$ cat config.mk
export PLATFORM = sky130hd
export DESIGN_NAME = csk_adder16
export DESIGN_NICKNAME = d
export VERILOG_FILES = /design/src/rtl/csk_pkg.sv /design/src/rtl/csk_bitcell.sv /design/src/rtl/csk_group.sv /design/src/rtl/csk_skip2.sv /design/src/rtl/csk_adder16.sv
export SDC_FILE = /design/constraint.sdc
export NUM_CORES = 1
export LEC_CHECK = 0
export ABC_CLOCK_PERIOD_IN_PS = 7470
export BUFFER_PORTS_ARGS = -buffer_cell sky130_fd_sc_hd__buf_2
export CORE_UTILIZATION = 47
export DETAILED_ROUTE_END_ITERATION = 6
export MAX_ROUTING_LAYER = met4
export PLACE_DENSITY = 0.85
export SETUP_SLACK_MARGIN = 0.5
export SLEW_MARGIN = 5
export SYNTH_ARGS = -nofsm -noshare
export SYNTH_HDL_FRONTEND = slang
export SYNTH_SLANG_ARGS = --single-unit
export TNS_END_PERCENT = 20
$ cat constraint.sdc
create_clock -name vclk -period 7.47
set_input_delay 0.3735 -clock vclk [all_inputs]
set_output_delay 0.3735 -clock vclk [all_outputs]
set_load 0.01 [all_outputs]
$ cat src/rtl/csk_pkg.sv
// Package: shared sizing for the carry-skip adder.
// Assumes the data width is a whole multiple of the group width.
package csk_pkg;
    parameter int unsigned CSK_WIDTH = 16;
    parameter int unsigned CSK_GW    = 4;
    localparam int unsigned CSK_NGRP = CSK_WIDTH / CSK_GW;
endpackage

$ cat src/rtl/csk_bitcell.sv
// Module: csk_bitcell
// Forms the generate, propagate and kill terms of one bit position.
// Assumes nothing about neighbouring bits; purely combinational.
module csk_bitcell (
    input  logic x,
    input  logic y,
    output logic gen,
    output logic prop,
    output logic kill
);
    // Classify the bit pair.
    always_comb begin
        gen  = x & y;
        prop = x ^ y;
        kill = ~x & ~y;
    end
endmodule

$ cat src/rtl/csk_group.sv
// Module: csk_group
// One ripple group with a bypass around it. The carry leaves the group
// from the group carry-in when all bits propagate, otherwise from the
// end of the internal ripple chain.
// Assumes GW >= 1.
module csk_group #(
    parameter int unsigned GW = 4
) (
    input  logic [GW-1:0] x,
    input  logic [GW-1:0] y,
    input  logic          cin_g,
    output logic [GW-1:0] s,
    output logic          cout_g,
    output logic          bprop
);
    logic [GW-1:0] gv;
    logic [GW-1:0] pv;
    logic [GW-1:0] kv;
    logic [GW:0]   rc;

    assign rc[0] = cin_g;

    for (genvar i = 0; i < GW; i++) begin : g_bit
        csk_bitcell u_cell (
            .x    (x[i]),
            .y    (y[i]),
            .gen  (gv[i]),
            .prop (pv[i]),
            .kill (kv[i])
        );
        // Ripple step: generate forces 1, kill forces 0, else pass.
        assign rc[i+1] = gv[i] | (~kv[i] & rc[i]);
        // Sum bit from the local propagate and the incoming carry.
        assign s[i]    = pv[i] ^ rc[i];
    end

    // Group propagate and bypass mux.
    always_comb begin
        bprop  = &pv;
        cout_g = bprop ? cin_g : rc[GW];
    end
endmodule

$ cat src/rtl/csk_skip2.sv
// Module: csk_skip2
// Second-level bypass over a pair of adjacent groups. When both groups
// propagate, the carry into the lower group is passed over the pair.
// Assumes the two group propagates come from neighbouring groups.
module csk_skip2 (
    input  logic bp_lo,
    input  logic bp_hi,
    input  logic c_pair_in,
    input  logic c_hi_out,
    output logic c_pair_out
);
    // Select the pair-level carry.
    always_comb begin
        c_pair_out = (bp_lo & bp_hi) ? c_pair_in : c_hi_out;
    end
endmodule

$ cat src/rtl/csk_adder16.sv
// Module: csk_adder16 (top)
// Carry-skip adder built from ripple groups with a first-level bypass
// per group and, when SKIP2=1, a second-level bypass per group pair.
// Assumes WIDTH is a multiple of GW, and with SKIP2=1 an even group count.
module csk_adder16 #(
    parameter int unsigned WIDTH = csk_pkg::CSK_WIDTH,
    parameter int unsigned GW    = csk_pkg::CSK_GW,
    parameter bit          SKIP2 = 1'b1
) (
    input  logic [WIDTH-1:0] a,
    input  logic [WIDTH-1:0] b,
    input  logic             cin,
    output logic [WIDTH-1:0] sum,
    output logic             cout
);
    localparam int unsigned NGRP = WIDTH / GW;

    logic [NGRP:0]   gcarry;
    logic [NGRP-1:0] gout;
    logic [NGRP-1:0] gbp;

    assign gcarry[0] = cin;

    for (genvar g = 0; g < NGRP; g++) begin : g_grp
        csk_group #(.GW(GW)) u_grp (
            .x      (a[g*GW +: GW]),
            .y      (b[g*GW +: GW]),
            .cin_g  (gcarry[g]),
            .s      (sum[g*GW +: GW]),
            .cout_g (gout[g]),
            .bprop  (gbp[g])
        );
        if (SKIP2 && (g % 2 == 1)) begin : g_pair
            csk_skip2 u_skip2 (
                .bp_lo      (gbp[g-1]),
                .bp_hi      (gbp[g]),
                .c_pair_in  (gcarry[g-1]),
                .c_hi_out   (gout[g]),
                .c_pair_out (gcarry[g+1])
            );
        end else begin : g_single
            assign gcarry[g+1] = gout[g];
        end
    end

    // Carry out of the top group.
    assign cout = gcarry[NGRP];
endmodule

# [Yosys cells after proc, flatten, opt, wreduce, memory -nomap -nowiden]
# Index checks and enable logic that the tools add are counted.
[word_totals] ram_bits=0 in_bits=33 mem_count=0 latch_bits=0 register_bits=0 wordCells=156 rom_bits=0
[op_classes] n_shift=0 bitwise_logic=146 eq_ne=0 mux=6 magnitude_cmp=0 div_mod_pow=0 n_reduce_logical=4 n_addsub=0 n_mul=0
[op_table] operator="1-bit AND" n=50
[op_table] operator="1-bit NOT" n=48
[op_table] operator="1-bit XOR" n=32
[op_table] operator="1-bit OR" n=16
[op_table] operator="4-bit AND reduction" n=4
[op_table] operator="1-bit two-way mux" n=6

# [Longest topological paths before layout]
# Gate-level depths: netlist (run 1).
[logic_depth] ltp_word=41 ltp_mapped=36 depth_no_buf=36

# [Modules after synthesis]
# A second synthesis (run 1) with hierarchy kept.
[hier_totals] cells_unflattened=148 hier_area_um2=1223.7
[modules_own_cells] module="csk_group" instances=4 seq_area_each_um2=0.0 area_each_um2=166.4 cells_each=20
[modules_own_cells] module="csk_bitcell" instances=16 seq_area_each_um2=0.0 area_each_um2=32.5 cells_each=4
[modules_own_cells] module="csk_skip2" instances=2 seq_area_each_um2=0.0 area_each_um2=18.8 cells_each=2

# [Least setup slack after synthesis (run 1)]
# No wires, ideal clock.
[synth_timing] path_type="input to output" from="input a[0]" to="output cout" cell_stages=36 required_time_ns=7.096 arrival_time_ns=6.136 slack_ns=0.961 path_buffers=0 path_cell_list="inv_1 -> fa_1 -> fa_1 -> inv_1 -> fa_1 -> inv_1 -> fa_1 -> a41oi_2 -> a21o_2 -> fa_1 -> inv_1 -> fa_1 -> inv_1 -> fa_1 -> inv_1 -> fa_1 -> and2_1 -> nor2_1 -> fa_1 -> inv_1 -> fa_1 -> inv_1 -> fa_1 -> inv_1 -> fa_1 -> inv_1 -> nand2_1 -> o31ai_2 -> fa_1 -> fa_1 -> fa_1 -> inv_1 -> fa_1 -> a41oi_1 -> a31oi_1 -> o21ai_1"
[synth_between] elab_chain_cells=41
[synth_rtl] item="start, declared" line_no="csk_adder16.sv:10" rtl="input logic [WIDTH-1:0] a,"
[synth_rtl] item="1-bit NOT" line_no="csk_bitcell.sv:15" rtl="kill = ~x & ~y;"
[synth_rtl] item="1-bit AND" line_no="csk_bitcell.sv:15"
[synth_rtl] item="1-bit NOT" line_no="csk_group.sv:32" rtl="assign rc[i+1] = gv[i] | (~kv[i] & rc[i]);"
[synth_rtl] item="1-bit AND" line_no="csk_group.sv:32"
[synth_rtl] item="1-bit OR" line_no="csk_group.sv:32"
[synth_rtl] item="1-bit AND" line_no="csk_group.sv:32"
[synth_rtl] item="1-bit OR" line_no="csk_group.sv:32"
[synth_rtl] item="1-bit AND" line_no="csk_group.sv:32"
[synth_rtl] item="(+25 left out)"
[synth_rtl] item="1-bit AND" line_no="csk_group.sv:32"
[synth_rtl] item="1-bit OR" line_no="csk_group.sv:32"
[synth_rtl] item="1-bit AND" line_no="csk_group.sv:32"
[synth_rtl] item="1-bit OR" line_no="csk_group.sv:32"
[synth_rtl] item="1-bit AND" line_no="csk_group.sv:32"
[synth_rtl] item="1-bit OR" line_no="csk_group.sv:32"
[synth_rtl] item="1-bit two-way mux" line_no="csk_group.sv:40" rtl="cout_g = bprop ? cin_g : rc[GW];"
[synth_rtl] item="1-bit two-way mux (*)" line_no="csk_skip2.sv:14" rtl="c_pair_out = (bp_lo & bp_hi) ? c_pair_in : c_hi_out;"
[synth_rtl] item="end, declared" line_no="csk_adder16.sv:14" rtl="output logic cout"
# Mark *: on every way between the ends. The rest lies on a longest branch, timed or not.

# [Final worst setup path (run 1)]
# Ends and elaborated chain as after synthesis.

==> metrics, run 1 <==
startpoint types=input pin; post-synth cell types=18; IO Pins=50; Area Overhead vs Synth=41.2%; full die area=between 1500 and 2000 um^2; Post-Syn Area=850 um^2; Seq pwr share=0; family with the most delay on the worst path=adder cells; Diodes inserted=0; register area=0 um^2; critical path buffer and inverter count=13; Initial Util=0.533; DRT Pass-1 Iters=2; DRC Markers=0; Die Y=44.5 um; cts hold-fix bufs=0; clkbuf count=0; fin area=1200 um^2; fin crit share=0.921; Compound-Gate Fraction of Synth Area=0.0928; combinational share of power=1.000; antenna violations before repair=0; Cell Int Power=around 44 uW; routed len/inst=10.2 um; Setup TNS Final=0 ns; Post-Syn Nets=164; RSZ-0062 raised after global routing=true; CP required=7.10 ns; nets@finish=218; CP max stage delay=approximately 0.38 ns; Max Freq=0.145 GHz; Clock power frac=0; DP HPWL=1.60 mm; final setup vio count=0; Synth Area in XOR/XNOR=0; pin count of the biggest net entering global routing=5; syn_area_per_cell=8.58 um^2; Critical-path top delay cell=fa_2; outcome=completed; post-synthesis mux area share=0; crit end category=output pin; GRT overflow=0; Slew HR=0.707; vias per cell=around 4.4; # port buffers=50; layout cells sized above 1=0.556; GR Util All Layers=0.198; routability cong.=0.722; NetSw=between 50 and 60 uW; Placement Cell Area=1130 um^2; fraction of the mapped netlist area in simple logic gates=0.0692; Setup CP Type=input pin to output pin; worst vdd rail ir drop=between 0.04 and 0.05 mV; Least-Margin Pin Slew=around 0.44 ns; vias in the first global route=807; Power Dens Cells=79.7 nW/um^2; Critical Path AT=approximately 6.5 ns; Synthesis Warnings=0; Sw Ratio=0.540; Tightest Hold Check Type=input pin to output pin; DR vias=775; Syn Inst Count=99; Die X=44.5 um; worst-path fanout max=2; Final ANT Viol Nets=0; CP dominant cell by count=fa_2; final wirelength=1.79 mm; # fillers=116; first-pass GRT wire length=2.95 mm; P_leak=between 0.7 and 0.8 nW; largest family of logic cells by synthesized area=adder cells; min cycle time layout=6.88 ns; core area=1590 um^2; count of flip-flops and latches=0; final max-slew violation count=0; Detailed Route Iter0 Violations=6; row count=14; Synth Area in Adders=0.613; Hold Vio Cnt, Final=0; register area share after synthesis=0; max-capacitance violation count=0
-- power by group through the flow --
stage / logic (mW) / clock network, mW / registers [mW]
floorplan: 0.0530 / 0 / 0
global placement: 0.0830 / 0 / 0
detailed placement: 0.0871 / 0 / 0
CTS: 0.0914 / 0 / 0
global route: 0.109 / 0 / 0
finish: 0.0956 / 0 / 0
-- through the flow --
| stage | hold slack, ns | power (mW) | setup slack (ns) | std cells | utilization |
|---|---|---|---|---|---|
| 6_report | 1.12 | 0.0956 | 0.589 | 175 | 0.753 |
| 5_1_grt | 1.14 | 0.109 | 0.252 | 175 | 0.753 |
| 4_1_cts | 1.12 | 0.0914 | 0.509 | 174 | 0.729 |
| 3_5_place_dp | 1.12 | 0.0871 | 0.341 | 173 | 0.709 |
| 3_3_place_gp | 1.11 | 0.0830 | 0.508 | 173 | 0.709 |
| 2_1_floorplan | 0.935 | 0.0530 | 0.961 | 99 | - |
-- final timing paths --
path / slack, ns / cells after the start / endpoint / startpoint
worst max-delay path: 0.59 / 38 / cout / a[0]
worst min-delay path: 1.12 / 3 / sum[4] / b[4]
-- cells in the mapped netlist (all sizes together), types with 2 or more instances --
cell type / count / area, um^2
nand4: 3 / 25.0
fa: 16 / 320
and4: 2 / 20.0
inv: 51 / 191
a41oi: 2 / 25.0
ha: 16 / 200
-- layout by cell type (no fill, tap or decap), types with 2 or more instances in the layout --
cell / instances
buf_2: 49
inv_1: 42
ha_1: 16
fa_2: 14
inv_2: 9
buf_4: 3
a41oi_2: 2
nand4_1: 2
fa_1: 2
-- area by class of cell --
type,count,area [um^2],area share
inverter,51,191,0.160
tap,24,30.0,0.0250
multi-input combinational,48,711,0.592
timing repair buffer,52,268,0.223
-- cells by family after synthesis --
kind of cell / Yosys count
fa+ha+maj: 32
compound gates: 8
simple gates: 8
buf+inv: 51
-- timing repair --
item | in CTS | in global routing
endpoints found under the setup margin | 2 | 2
resized for setup | 8 | 20
pin swaps | 1 | 6
setup buffers | 1 | 1
-- routing by layer --
layer | wire (um) | up-vias | global-route usage
met5 | 0 | - | -
met2 | 1030 | 29 | 0.406
met3 | 94 | 4 | 0.0163
li1 | - | 378 | -
met4 | 27 | 0 | 0.0364
met1 | 638 | 364 | 0.199
Note: power is estimated with default switching activity, not from simulation.
==> inputs of run 2 (changes only) <==
Settings changed: ABC_CLOCK_PERIOD_IN_PS 7470 to 5550, CAP_MARGIN set to 20, CORE_UTILIZATION 47 to 42, PLACE_DENSITY 0.85 to 0.81.
Clock period 7.47 ns to 5.55 ns, I/O delays scaled along.
==> metrics, run 2 (synthesis results as in run 1) <==
Hold Vio Cnt, Final=0; DR vias=approximately 810; Setup CP Type=input pin to output pin; IO Pins=50; pin count of the biggest net entering global routing=5; # fillers=143; register area=0 um^2; Critical Path AT=6.31 ns; count of flip-flops and latches=0; P_leak=0.806 nW; Power Dens Cells=111 nW/um^2; Min Hold Slack=0.918 ns; Total Power=145 uW; vias in the first global route=850; vias per cell=~4.3; first-pass GRT wire length=roughly 3.1 mm; Critical-path top delay cell=fa_2; Most Used Layer, Global Route=met2; layout cells sized above 1=0.580; max-capacitance violation count=0; Diodes inserted=0; commonest non-fill, non-tap cells in the layout=buf_2, inv_1, ha_1; CP max stage delay=0.39 ns; GR Util All Layers=0.200; final worst slack=-1.04 ns; DP HPWL=1.73 mm; DRT Pass-1 Iters=1; most common cell after layout, fill and taps aside=buf_2; failing checks=setup timing; routability cong.=~0.8; Least-Margin Pin Slew=0.489 ns; final max-slew violation count=0; Detailed Route Iter0 Violations=0; Placed Cells incl. Taps=185; met3 global-route usage=0; final wirelength=1.93 mm; GR Util met2=0.475; Max Freq=around 0.15 GHz; # port buffers=50; end of the critical path=cout; GRT overflow=0; worst vdd rail ir drop=0.0619 mV; routed len/inst=10.3 um; Final Non-Filler Cells=187; Global Route met1 Usage=0.168; startpoint types=input pin; crit path from=a[0]; min cycle time layout=approximately 6.6 ns; CP required=5.27 ns; nets@finish=between 200 and 250; antenna violations before repair=0; Final ANT Viol Nets=0; CP dominant cell by count=fa_2; fin crit share=1.19; outcome=finished, violations left; RSZ-0062 raised after global routing=true; Slew HR=0.674; final setup vio count=5; worst-path fanout max=2; Area Overhead vs Synth=54.1%; DRC Markers=0; crit end category=output pin; Die Y=47.0 um; footprint of the multi-input gates=719 um^2; Initial Util=0.472; full die area=2210 um^2; row count=15; core area=roughly 1800 um^2; Tightest Hold Check Type=input pin to output pin; clkbuf count=0; Die X=approximately 47 um
==> run 2: cell count changes in the layout (fill, tap and decap cells not counted), sizes merged <==
| cell | change |
|---|---|
| buf | +11 |
==> run 2: how the worst min path moves through the flow <==
stage / start / end / slack, ns / cells after the start
5_1_grt: b[4] / sum[4] / 0.95 / 3
2_1_floorplan: b[10] / sum[10] / 0.74 / 1
6_report: b[4] / sum[4] / 0.92 / 3
3_5_place_dp: b[4] / sum[4] / 0.92 / 3
4_1_cts: b[4] / sum[4] / 0.92 / 3
3_3_place_gp: b[2] / sum[2] / 0.92 / 3
==> run 2: critical path: cells and delay by family <==
kind	cells	cell delay, ns
AOI/OAI and AO/OA	6	0.64
adders and majority gates	16	4.26
buffers and inverters	13	0.78
and+or+nand+nor	3	0.32
==> run 2: layer usage <==
| metal | vias to the layer above | share of wire |
|---|---|---|
| met5 | - | 0 |
| met4 | 0 | 0 |
| met3 | 0 | 0.037 |
| met2 | 27 | 0.63 |
| met1 | 381 | 0.33 |
| li1 | 399 | - |
==> run 2: stage by stage <==
| step | setup slack (ns) | cell area [um^2] | util | TNS, ns |
|---|---|---|---|---|
| 2_1_floorplan | -0.668 | 867 | - | -1.66 |
| 3_3_place_gp | -1.02 | 1230 | 0.683 | -3.20 |
| 3_5_place_dp | -1.25 | 1230 | 0.683 | -4.10 |
| 4_1_cts | -1.10 | 1270 | 0.707 | -3.62 |
| 5_1_grt | -1.36 | 1310 | 0.726 | -4.84 |
| 6_report | -1.04 | 1310 | 0.726 | -3.37 |
==> run 2: area by class of cell <==
class                           count  share of cell area
Timing Repair Buffer               63               0.280
Multi-Input combinational cell     48               0.550
Inverter                           51               0.146
Tap cell                           25              0.0239
==> run 2: timing repair <==
item                       4_1_cts  5_1_grt
hold endpoints to repair         0        0
buffers inserted                 1        1
gates resized for setup         12       11
setup endpoints to repair        6        7
hold buffers                     0        0
pin swaps                        2        4
==> run 2: where the power goes <==
group          switching [mW]  internal (mW)
sequential                  0              0
clock                       0              0
combinational          0.0725         0.0722
==> inputs of run 3 (changes only) <==
==> constraint.sdc (replaced) <==
create_clock -name vclk -period 5.55
set_input_delay 0.555 -clock vclk [all_inputs]
set_output_delay 0.555 -clock vclk [all_outputs]
set_load 0.01 [all_outputs]
==> metrics, run 3 (synthesis results as in run 1) <==
final setup vio count=6; worst-path fanout max=2; final max-slew violation count=0; fin crit share=1.29; pin count of the biggest net entering global routing=5; fin area=1290 um^2; final worst slack=-1.61 ns; Max Freq=around 0.14 GHz; combinational share of power=1.000; CP dominant cell by count=fa_2; Total Power=between 100 and 150 uW; Area Overhead vs Synth=51.7%; Least-Margin Pin Slew=0.294 ns; antenna violations before repair=0; startpoint types=input pin; IO Pins=50; Tightest Hold Check Type=input pin to output pin; worst vdd rail ir drop=0.0718 mV; routability cong.=between 0.7 and 0.8; Cell Int Power=about 70 uW; full die area=between 2000 and 2500 um^2; DP HPWL=1.66 mm; Die X=47.0 um; commonest non-fill, non-tap cells in the layout=buf_2, inv_1, ha_1; vias in the first global route=811; GRT overflow=0; Met2 Wirelength=1.05 mm; failing checks=setup timing; NetSw=69.7 uW; Seq pwr share=0; first-pass GRT wire length=about 3 mm; Critical-path top delay cell=fa_2; RSZ-0062 raised after global routing=true; DR vias=around 800; layout cells sized above 1=0.534; max-capacitance violation count=0; vias per cell=4.21; Detailed Route Iter0 Violations=9; Diodes inserted=0; Setup CP Type=input pin to output pin; Critical Path AT=6.60 ns; Placement Cell Area=around 1200 um^2; CP required=4.99 ns; # fillers=between 100 and 150; metal1 wirelength=671 um; Sw Ratio=0.504; CP max stage delay=0.38 ns; outcome=finished, violations left; register area=0 um^2; Post-Route Utilization=0.715; Power Dens Cells=107 nW/um^2; Slew HR=0.803; Max Used Layer=met3; count of flip-flops and latches=0; Min Hold Slack=about 1.5 ns; footprint of the multi-input gates=between 600 and 700 um^2; Final ANT Viol Nets=0; Hold Vio Cnt, Final=0; P_leak=0.814 nW; Die Y=47.0 um; clkbuf count=0; # port buffers=50; Initial Util=0.472; GR Util All Layers=0.188; routed len/inst=about 9.6 um; Clock power frac=0; most common cell after layout, fill and taps aside=buf_2; core area=1800 um^2; DRC Markers=0; routed wl met3=73 um; crit end category=output pin; final wirelength=around 1.8 mm; min cycle time layout=7.16 ns; nets@finish=230; DRT Pass-1 Iters=4; row count=15
run 3: worst paths after layout:
path,end,depth (start not counted),slack (ns),from
worst min-delay path,sum[10],3,1.48,b[10]
worst max-delay path,cout,38,-1.61,a[0]
run 3: power groups by stage:
stage                     combinational [mW]  clock (mW)  sequential, mW
after detailed placement               0.128           0               0
after global routing                   0.157           0               0
after floorplan                       0.0742           0               0
after CTS                              0.137           0               0
after global placement                 0.122           0               0
final                                  0.138           0               0
run 3: per-layer routing:
layer  up-vias  global-route usage
met1       362               0.188
met4         0                   0
met3         0                   0
met5         -                   -
met2        27               0.414
li1        402                   -
run 3: critical path, delay by kind of cell:
kind / cells / cell delay, ns
adders and majority gates: 16 / 4.23
buffers and inverters: 13 / 0.83
AOI/OAI and AO/OA: 6 / 0.67
and+or+nand+nor: 3 / 0.32
run 3: per-stage QoR:
step,TNS (ns),instances,worst slack (ns)
floorplan,-4.30,99,-1.22
global placement,-6.23,186,-1.56
detailed placement,-6.96,186,-1.72
CTS,-6.61,187,-1.65
global route,-7.81,188,-1.87
finish,-6.49,188,-1.61
run 3: final cells by class:
| class | instances | share of cell area |
|---|---|---|
| well taps | 25 | 0.0243 |
| multi-input cells | 48 | 0.542 |
| inverters | 51 | 0.149 |
| repair buffers | 64 | 0.285 |
run 3: timing repair:
action                                  4_1_cts  5_1_grt
hold buffers                                  0        0
gates resized for setup                       6        7
buffers inserted                              1        1
endpoints found under the setup margin        8        8
pin swaps                                     1        1
